`src/rtl/atm_pkg.sv`:
```
package atm_pkg;
    localparam int RES_W  = 24;
    localparam int TH_W   = 16;
    localparam int ACC_W  = 32;
    localparam int CNT_W  = 16;
    localparam int STAT_W = 8;
    localparam int MODE_W = 3;
    localparam int ADDR_W = 4;
    localparam int DATA_W = 32;

    localparam int B_RDY = 0;
    localparam int B_CMP = 1;
    localparam int B_ACC = 2;
    localparam int B_CAL = 3;

    typedef enum logic [ADDR_W-1:0] {
        A_STAT  = 4'd0,
        A_MASK  = 4'd1,
        A_DATA  = 4'd2,
        A_CMPTH = 4'd3,
        A_CNT   = 4'd4,
        A_ACCTH = 4'd5,
        A_ACC   = 4'd6,
        A_CFG   = 4'd7,
        A_MODE  = 4'd8
    } addr_e;

    typedef struct packed {
        logic [RES_W-1:0]  data;
        logic [STAT_W-1:0] stat;
        logic [STAT_W-1:0] mask;
        logic [TH_W-1:0]   cmp_th;
        logic [CNT_W-1:0]  cnt;
        logic [ACC_W-1:0]  acc_th;
        logic [ACC_W-1:0]  acc;
        logic [1:0]        cmp_en;
        logic [1:0]        acc_en;
        logic [MODE_W-1:0] mode;
    } state_t;
endpackage

```
`src/rtl/atm_magnitude.sv`:
```
module atm_magnitude #(
    parameter int RES_W = 24,
    parameter int TH_W  = 16
) (
    input  logic [RES_W-1:0] res,
    input  logic [TH_W-1:0]  th,
    output logic [RES_W-1:0] mag,
    output logic             over
);
    localparam int PAD_W = RES_W - TH_W;

    always_comb begin
        mag  = res[RES_W-1] ? (~res + 1'b1) : res;
        over = mag > {{PAD_W{1'b0}}, th};
    end
endmodule

```
`src/rtl/atm_accum.sv`:
```
module atm_accum #(
    parameter int RES_W = 24,
    parameter int ACC_W = 32
) (
    input  logic [ACC_W-1:0] base,
    input  logic [RES_W-1:0] res,
    input  logic [RES_W-1:0] mag,
    input  logic [1:0]       sel,
    output logic [ACC_W-1:0] sum
);
    localparam int EXT_W = ACC_W - RES_W;

    logic [ACC_W-1:0] addend;

    always_comb begin
        if (sel[1])
            addend = {{EXT_W{1'b0}}, mag};
        else
            addend = {{EXT_W{res[RES_W-1]}}, res};
        sum = (sel == 2'b00) ? base : base + addend;
    end
endmodule

```
`src/rtl/atm_irq_merge.sv`:
```
module atm_irq_merge #(
    parameter int N = 8
) (
    input  logic [N-1:0] stat,
    input  logic [N-1:0] mask,
    output logic         irq
);
    logic [N-1:0] hit;

    for (genvar i = 0; i < N; i++) begin : g_bit
        assign hit[i] = stat[i] & mask[i];
    end

    assign irq = |hit;
endmodule

```
`src/rtl/adc_thresh_mon.sv`:
```
module adc_thresh_mon
    import atm_pkg::*;
(
    input  logic              clk,
    input  logic              rst_n,
    input  logic              res_valid,
    input  logic [RES_W-1:0]  res_data,
    input  logic              cal_done,
    input  logic              reg_wr,
    input  logic              reg_rd,
    input  logic [ADDR_W-1:0] reg_addr,
    input  logic [DATA_W-1:0] reg_wdata,
    output logic [DATA_W-1:0] reg_rdata,
    output logic              irq
);
    localparam int              DEXT_W  = DATA_W - RES_W;
    localparam logic [CNT_W-1:0] CNT_MAX = {CNT_W{1'b1}};

    state_t state_d, state_q;

    logic [RES_W-1:0] mag;
    logic             over;
    logic [ACC_W-1:0] acc_base;
    logic [ACC_W-1:0] acc_sum;
    logic             data_rd;
    logic             acc_clr;

    // names the checker reaches through bind
    logic [RES_W-1:0]  data_q;
    logic              rdy_q;
    logic              cmp_flag_q;
    logic              cal_flag_q;
    logic [STAT_W-1:0] mask_q;
    logic [CNT_W-1:0]  cnt_q;
    logic [1:0]        cmp_en_q;

    assign data_rd  = reg_rd && (reg_addr == A_DATA);
    assign acc_clr  = reg_wr && (reg_addr == A_ACC);
    assign acc_base = acc_clr ? '0 : state_q.acc;

    atm_magnitude #(.RES_W(RES_W), .TH_W(TH_W)) u_mag (
        .res  (res_data),
        .th   (state_q.cmp_th),
        .mag  (mag),
        .over (over)
    );

    atm_accum #(.RES_W(RES_W), .ACC_W(ACC_W)) u_acc (
        .base (acc_base),
        .res  (res_data),
        .mag  (mag),
        .sel  (state_q.acc_en),
        .sum  (acc_sum)
    );

    atm_irq_merge #(.N(STAT_W)) u_irq (
        .stat (state_q.stat),
        .mask (state_q.mask),
        .irq  (irq)
    );

    always_comb begin
        state_d = state_q;

        // register writes
        if (reg_wr) begin
            case (reg_addr)
                A_STAT: begin
                    if (reg_wdata[B_CMP]) state_d.stat[B_CMP] = 1'b0;
                    if (reg_wdata[B_ACC]) state_d.stat[B_ACC] = 1'b0;
                end
                A_MASK:  state_d.mask   = reg_wdata[STAT_W-1:0];
                A_CMPTH: state_d.cmp_th = reg_wdata[TH_W-1:0];
                A_CNT:   state_d.cnt    = '0;
                A_ACCTH: state_d.acc_th = reg_wdata[ACC_W-1:0];
                A_ACC:   state_d.acc    = '0;
                A_CFG: begin
                    state_d.cmp_en = reg_wdata[1:0];
                    state_d.acc_en = reg_wdata[3:2];
                end
                A_MODE: begin
                    state_d.mode        = reg_wdata[MODE_W-1:0];
                    state_d.stat[B_CAL] = 1'b0;
                end
                default: ;
            endcase
        end

        // read side effect
        if (data_rd)
            state_d.stat[B_RDY] = 1'b0;

        // new result
        if (res_valid) begin
            if (!state_q.stat[B_RDY] || data_rd)
                state_d.data = res_data;
            state_d.stat[B_RDY] = 1'b1;

            if ((state_q.cmp_en != 2'b00) && over) begin
                state_d.stat[B_CMP] = 1'b1;
                if (state_q.cmp_en[1] && (state_d.cnt != CNT_MAX))
                    state_d.cnt = state_d.cnt + 1'b1;
            end

            if (state_q.acc_en != 2'b00) begin
                state_d.acc = acc_sum;
                if ($signed(acc_sum) > $signed(state_q.acc_th))
                    state_d.stat[B_ACC] = 1'b1;
            end
        end

        if (cal_done)
            state_d.stat[B_CAL] = 1'b1;

        // unused status positions stay zero
        state_d.stat[STAT_W-1:B_CAL+1] = '0;
    end

    always_ff @(posedge clk or negedge rst_n) begin
        if (!rst_n)
            state_q <= '0;
        else
            state_q <= state_d;
    end

    always_comb begin
        reg_rdata = '0;
        case (reg_addr)
            A_STAT:  reg_rdata[STAT_W-1:0] = state_q.stat;
            A_MASK:  reg_rdata[STAT_W-1:0] = state_q.mask;
            A_DATA:  reg_rdata = {{DEXT_W{state_q.data[RES_W-1]}}, state_q.data};
            A_CMPTH: reg_rdata[TH_W-1:0]   = state_q.cmp_th;
            A_CNT:   reg_rdata[CNT_W-1:0]  = state_q.cnt;
            A_ACCTH: reg_rdata[ACC_W-1:0]  = state_q.acc_th;
            A_ACC:   reg_rdata[ACC_W-1:0]  = state_q.acc;
            A_CFG:   reg_rdata[3:0]        = {state_q.acc_en, state_q.cmp_en};
            A_MODE:  reg_rdata[MODE_W-1:0] = state_q.mode;
            default: reg_rdata = '0;
        endcase
    end

    assign data_q     = state_q.data;
    assign rdy_q      = state_q.stat[B_RDY];
    assign cmp_flag_q = state_q.stat[B_CMP];
    assign cal_flag_q = state_q.stat[B_CAL];
    assign mask_q     = state_q.mask;
    assign cnt_q      = state_q.cnt;
    assign cmp_en_q   = state_q.cmp_en;
endmodule

```
`config.mk`:
```
export PLATFORM = sky130hd
export DESIGN_NAME = adc_thresh_mon
export DESIGN_NICKNAME = d
export VERILOG_FILES = /design/src/rtl/atm_pkg.sv /design/src/rtl/atm_magnitude.sv /design/src/rtl/atm_accum.sv /design/src/rtl/atm_irq_merge.sv /design/src/rtl/adc_thresh_mon.sv
export SDC_FILE = /design/constraint.sdc
export NUM_CORES = 1
export LEC_CHECK = 0
export CELL_PAD_IN_SITES_DETAIL_PLACEMENT = 0
export CELL_PAD_IN_SITES_GLOBAL_PLACEMENT = 1
export CORE_MARGIN = 3
export CORE_UTILIZATION = 42
export CTS_BUF_LIST = sky130_fd_sc_hd__clkbuf_4 sky130_fd_sc_hd__clkbuf_8
export DETAILED_ROUTE_END_ITERATION = 7
export GPL_TIMING_DRIVEN = 0
export PLACE_DENSITY_LB_ADDON = 0.1
export SYNTH_ARGS = -nofsm -noshare
export SYNTH_HDL_FRONTEND = slang
export SYNTH_SLANG_ARGS = --single-unit
```
`constraint.sdc`:
```
create_clock -name clk -period 5.1 [get_ports clk]
set_input_delay 1.02 -clock clk [delete_from_list [all_inputs] [get_ports clk]]
set_output_delay 1.02 -clock clk [all_outputs]
set_load 0.02 [all_outputs]
```
# [Yosys cells after proc, flatten, opt, wreduce, memory -nomap -nowiden]
# Index checks and enable logic that the tools add are counted.
[classes] n_addsub=3 order_cmp=2 bitwise=5 eq_ne=9 n_reduce_logical=21 muxes=31
[op_table] cell="$mux W32" count=7
[op_table] cell="$mux W87" count=1
[op_table] cell="$mux W16" count=4
[op_table] cell="$pmux W16 S3" count=1
[op_table] cell="$pmux W8 S5" count=1
[op_table] cell="$add A32 B32 Y32" count=1
[op_table] cell="$gt A32 B32 Y1" count=1
[op_table] cell="$pmux W3 S9" count=1
[op_table] cell="$add A24 B1 Y24 const B" count=1
[op_table] cell="$gt A24 B16 Y1" count=1
[op_table] cell="$mux W24" count=1
[op_table] cell="$not A24 Y24" count=1
[op_table] cell="$pmux W4 S6" count=1
[op_table] cell="$add A16 B1 Y16 const B" count=1
[op_table] cell="$eq A4 B3 Y1 const B" count=4
[op_table] cell="$ne A16 B16 Y1 const B" count=1
[op_table] cell="$reduce_and A2 Y1" count=7
[op_table] cell="$reduce_bool A2 Y1" count=5
[op_table] cell="$mux W3" count=3
[op_table] cell="$eq A4 B2 Y1 const B" count=2
[op_table] cell="$mux W1" count=8
[op_table] cell="$pmux W1 S8" count=1
[op_table] cell="$and A1 B1 Y1" count=4
[op_table] cell="$eq A4 B1 Y1 const B" count=1
[op_table] cell="other kinds (9)" count=12
[word_totals] elab_cells=83 input_bits=66 out_inout_bits=33 ff_bits=139

# [Longest topological paths before layout]
[logic_depth] word_depth=10 depth_mapped=30

# [Hierarchy]
# Synthesis repeated with hierarchy kept, for this count alone.
[hier_totals] hier_cells=1184 hier_area_um2=10966.8
[by_module_without_submodules] mod="adc_thresh_mon" cells_each=672 n_inst=1 area_per_inst_um2=7454.6
[by_module_without_submodules] mod="atm_accum" cells_each=345 n_inst=1 area_per_inst_um2=2331.0
[by_module_without_submodules] mod="atm_magnitude" cells_each=162 n_inst=1 area_per_inst_um2=1144.8
[by_module_without_submodules] mod="atm_irq_merge" cells_each=5 n_inst=1 area_per_inst_um2=36.3

# [Worst setup path after synthesis]
# OpenSTA, ideal clock, no wires.
[synth_timing] path_kind="in2reg" from="input res_data[4]" to="register state_q[113] (netlist bit)" arrival_time_ns=6.094 cell_stages=24 setup_slack_ns=-1.124 cell_sequence="clkbuf_1 nor3_2 nand3_1 or4_1 clkbuf_1 o31ai_1 xnor2_1 ha_1 nand4_1 or3_1 o2111a_1 o21bai_1 a221o_1 nand3_1 o311ai_0 xnor2_1 ha_1 nand4_1 nor2_1 and3_1 nand3_1 o311ai_0 xor2_1 o21ai_0"
[synth_lines] item="from (decl)" line="adc_thresh_mon.sv:7" rtl="input logic [RES_W-1:0] res_data,"
[synth_lines] item="to (signal assigned)" line="adc_thresh_mon.sv:123" rtl="state_q <= state_d;"
[synth_lines] item="to (decl)" line="adc_thresh_mon.sv:19" rtl="state_t state_d, state_q;"

==> impl_metrics.tcl <==
set metrics [dict create \
    status "finished, violations left" \
    violations "setup timing" \
    io_buffers 84 \
    hold_end "data_q[1]" \
    cp-end-kind "register" \
    synth_edf_count 0 \
    grt_pass1_wl_um 55700 \
    path_cells "buf_4 -> or3_4 -> or3_4 -> buf_12 -> nor3_4 -> nor2_2 -> xor2_1 -> ha_1 -> nand4_1 -> or3_1 -> o2111a_1 -> o21bai_2 -> a221o_2 -> nand3_2 -> o311ai_4 -> xnor2_1 -> ha_1 -> nand4_1 -> nor2_2 -> and3_4 -> nand3_4 -> o311ai_4 -> xor2_1 -> o21ai_1" \
    path_clk_slew_ps 90 \
    cp.arrival_ps 6110 \
    first_pass_iters 7 \
    dieWidth_um 165 \
    ys_async_sr_fraction_pct 100 \
    io_pins 99 \
    synthTopCellsByArea "dfrtp_1, mux2_2, ha_1" \
    vias_per_cell 5.73 \
    gp_congestion 0.883 \
    grt_pass1_vias 9445 \
    core_mm2 0.0246 \
    cap_viol_max_count 0 \
    dieArea_mm2 0.0273 \
    grt_antenna_before_repair 0 \
    root_buffer "clkbuf_8" \
    min_period_ps 5750 \
    yosysWarnings 0 \
    ff2ff_path_depth 22 \
    synth-simple-area-share_pct 16.5 \
    setup_viol 1 \
    clockBufferDepth 2 \
    synth_nets 1335 \
    ys_ff_latch 139 \
    p_leak_uw 0.00594 \
    initial_core_util_pct 43.2 \
    avgRoutedWirePerCell_um 22.1 \
    final_util_pct 53.2 \
    routed-via-count 9539 \
    synth_flop_cell "dfrtp_1" \
    worstSkewPairLatency_ps 480 \
    track_usage_pct 27.3 \
    hold_violations 0 \
    drive_gt1_share_pct 20.7 \
    fillers 2353 \
    die_h_um 165 \
    max_clock_freq_mhz 174 \
    htreeDepth 4 \
    hold_depth 2 \
    grt_max_degree 88 \
    synth-compound-area-share_pct 17.5 \
    final_common_cell "nand2_1" \
    area_delta_synth_final_pct 23.2 \
    first_iter_violations 712 \
    hpwl_um 27100 \
    cp.required_ps 5460 \
    hold_start "data_q[1]" \
    crit_slowest_cell "or3_4" \
    clock-skew-final_ps 15.4 \
    overflow 0 \
    fp-row-count 57 \
    rsz0062_at_grt "true" \
    synthAdderAreaFrac_pct 9.84 \
    nNetsFinal 1477 \
    synthMuxAreaShare_pct 12.0 \
    crit_type "input pin to register" \
    ir_drop_v 0.000220 \
    ant_nets 0 \
    maxSlewViolCount 0 \
    synth_top_family_by_area "compound AO/OA/AOI/OAI gates" \
    r2r-start "state_q[4]" \
    crit_fanout 6 \
    cts_tree "built" \
    power.density_mw_per_mm2 481 \
    dp_cells 1595 \
    setup_slack_ps -645 \
    fin_cells 1664 \
    min_period_over_period_pct 113 \
    synthesis.area_mm2 0.0106 \
    numCtsBuffers 17 \
    rr_endpoint "state_q[113]" \
    synthCells 1186 \
    hold_class "register to register" \
    yosysTopAreaCell "dfrtp_1" \
    synth.avg_cell_area_um2 8.96 \
    finalWirelength_um 36800 \
    final_cell_mix "nand2_1, dfrtp_1, mux2_2" \
    cp-start-kind "input pin" \
    worst_pin_slew_ps 1050 \
    max_stage_delay_ps 420 \
    rrSetupSlack_ps -390 \
    synth_cell_types 64 \
    synth_top_area_share_pct 32.7 \
    drc_errors 0 \
    seq_area_frac_synth_pct 32.7 \
    n_antenna_cell 0 \
    numClockSinks 139 \
    yosys.area_share.xor_xnor_pct 6.26 \
    fin_total_pwr_uw 6300 \
    relSlewSlack_pct 29.6 \
]
[report_power, final]
| group | total (µW) | internal, µW | switching (µW) |
|---|---|---|---|
| Combinational | 3620 | 1650 | 1970 |
| Sequential | 1670 | 1420 | 253 |
| Clock | 1010 | 494 | 520 |
| Total | 6300 | 3560 | 2740 |
[metal layers]
metal	part of all wire [%]	vias to the layer above	GRT usage, %
li1	-	4546	-
met1	45	4652	37.6
met2	47	286	44.0
met3	5.3	55	3.87
met4	2.7	0	9.26
met5	0	-	0
[worst max-delay path by stage]
| stage | cells past startpoint | from | end | slack [ps] |
|---|---|---|---|---|
| 2_1_floorplan | 24 | res_data[4] | state_q[113] | -590 |
| 3_5_place_dp | 28 | reg_addr[3] | state_q[113] | -2860 |
| 5_1_grt | 24 | res_data[12] | state_q[113] | -860 |
| 3_3_place_gp | 1 | rst_n | state_q[55] | -3160 |
| 4_1_cts | 25 | res_data[4] | state_q[113] | -830 |
| 6_report | 24 | res_data[12] | state_q[113] | -650 |
[cell usage after synthesis, drive strengths merged (5+ instances only)]
master / count
nand2: 146
dfrtp: 139
mux2: 106
ha: 82
inv: 79
o21ai: 71
xnor2: 53
nor2: 52
a21oi: 51
clkbuf: 50
a21o: 35
a22oi: 34
nand3: 29
nand4: 28
and2: 24
xor2: 23
nor3: 20
a222oi: 18
o31ai: 12
buf: 11
a211oi: 10
and3: 10
nand2b: 10
mux2i: 8
nor2b: 8
o21a: 8
or3: 8
a31oi: 6
o211ai: 5
o21bai: 5
or2: 5
[cell type report]
cell class	instances	area (µm²)	area share, %
Multi-Input combinational cell	907	7020	53.6
Sequential cell	139	3480	26.6
Timing Repair Buffer	126	1170	8.94
Tap cell	324	405	3.09
Buffer	58	310	2.37
Inverter	79	297	2.26
Clock buffer	17	234	1.79
Clock inverter	14	183	1.39
[registers in the layout (all words and copies together) (netlist names)]
signal      count
cal_flag_q      1
rdy_q           1
cmp_en_q        2
cnt_q          16
state_q        86
mask_q          8
cmp_flag_q      1
data_q         24
[stage by stage]
step           setup WS [ps]  area, µm²  hold slack, ps  setup TNS [ps]
4_1_cts                 -828      12900             497            -828
3_3_place_gp           -3160      11900             473         -479080
6_report                -645      13100             497            -645
2_1_floorplan           -588      10700             451            -588
3_5_place_dp           -2860      12000             478          -41520
5_1_grt                 -861      13100             525           -1360
[repair_timing]
item,in CTS,in global routing
resized for setup,108,37
endpoints found under the setup margin,69,10
hold buffers,0,0
buffers inserted,30,11
pin swaps,38,43
[critical path, delay by kind of cell]
family | cells | cell delay, ps
AO/OA/AOI/OAI | 6 | 1340
adder cells (fa/ha/maj) | 2 | 630
buffers and inverters | 2 | 290
XOR/XNOR | 3 | 470
AND/OR/NAND/NOR | 11 | 2370
[cell families after synthesis]
| family | Yosys count |
|---|---|
| simple gates | 357 |
| compound gates | 277 |
| buf+inv | 140 |
| mux | 114 |
| fa+ha+maj | 83 |
| xor+xnor | 76 |
| flops | 139 |
No activity file was read; power rests on OpenSTA's default activity.
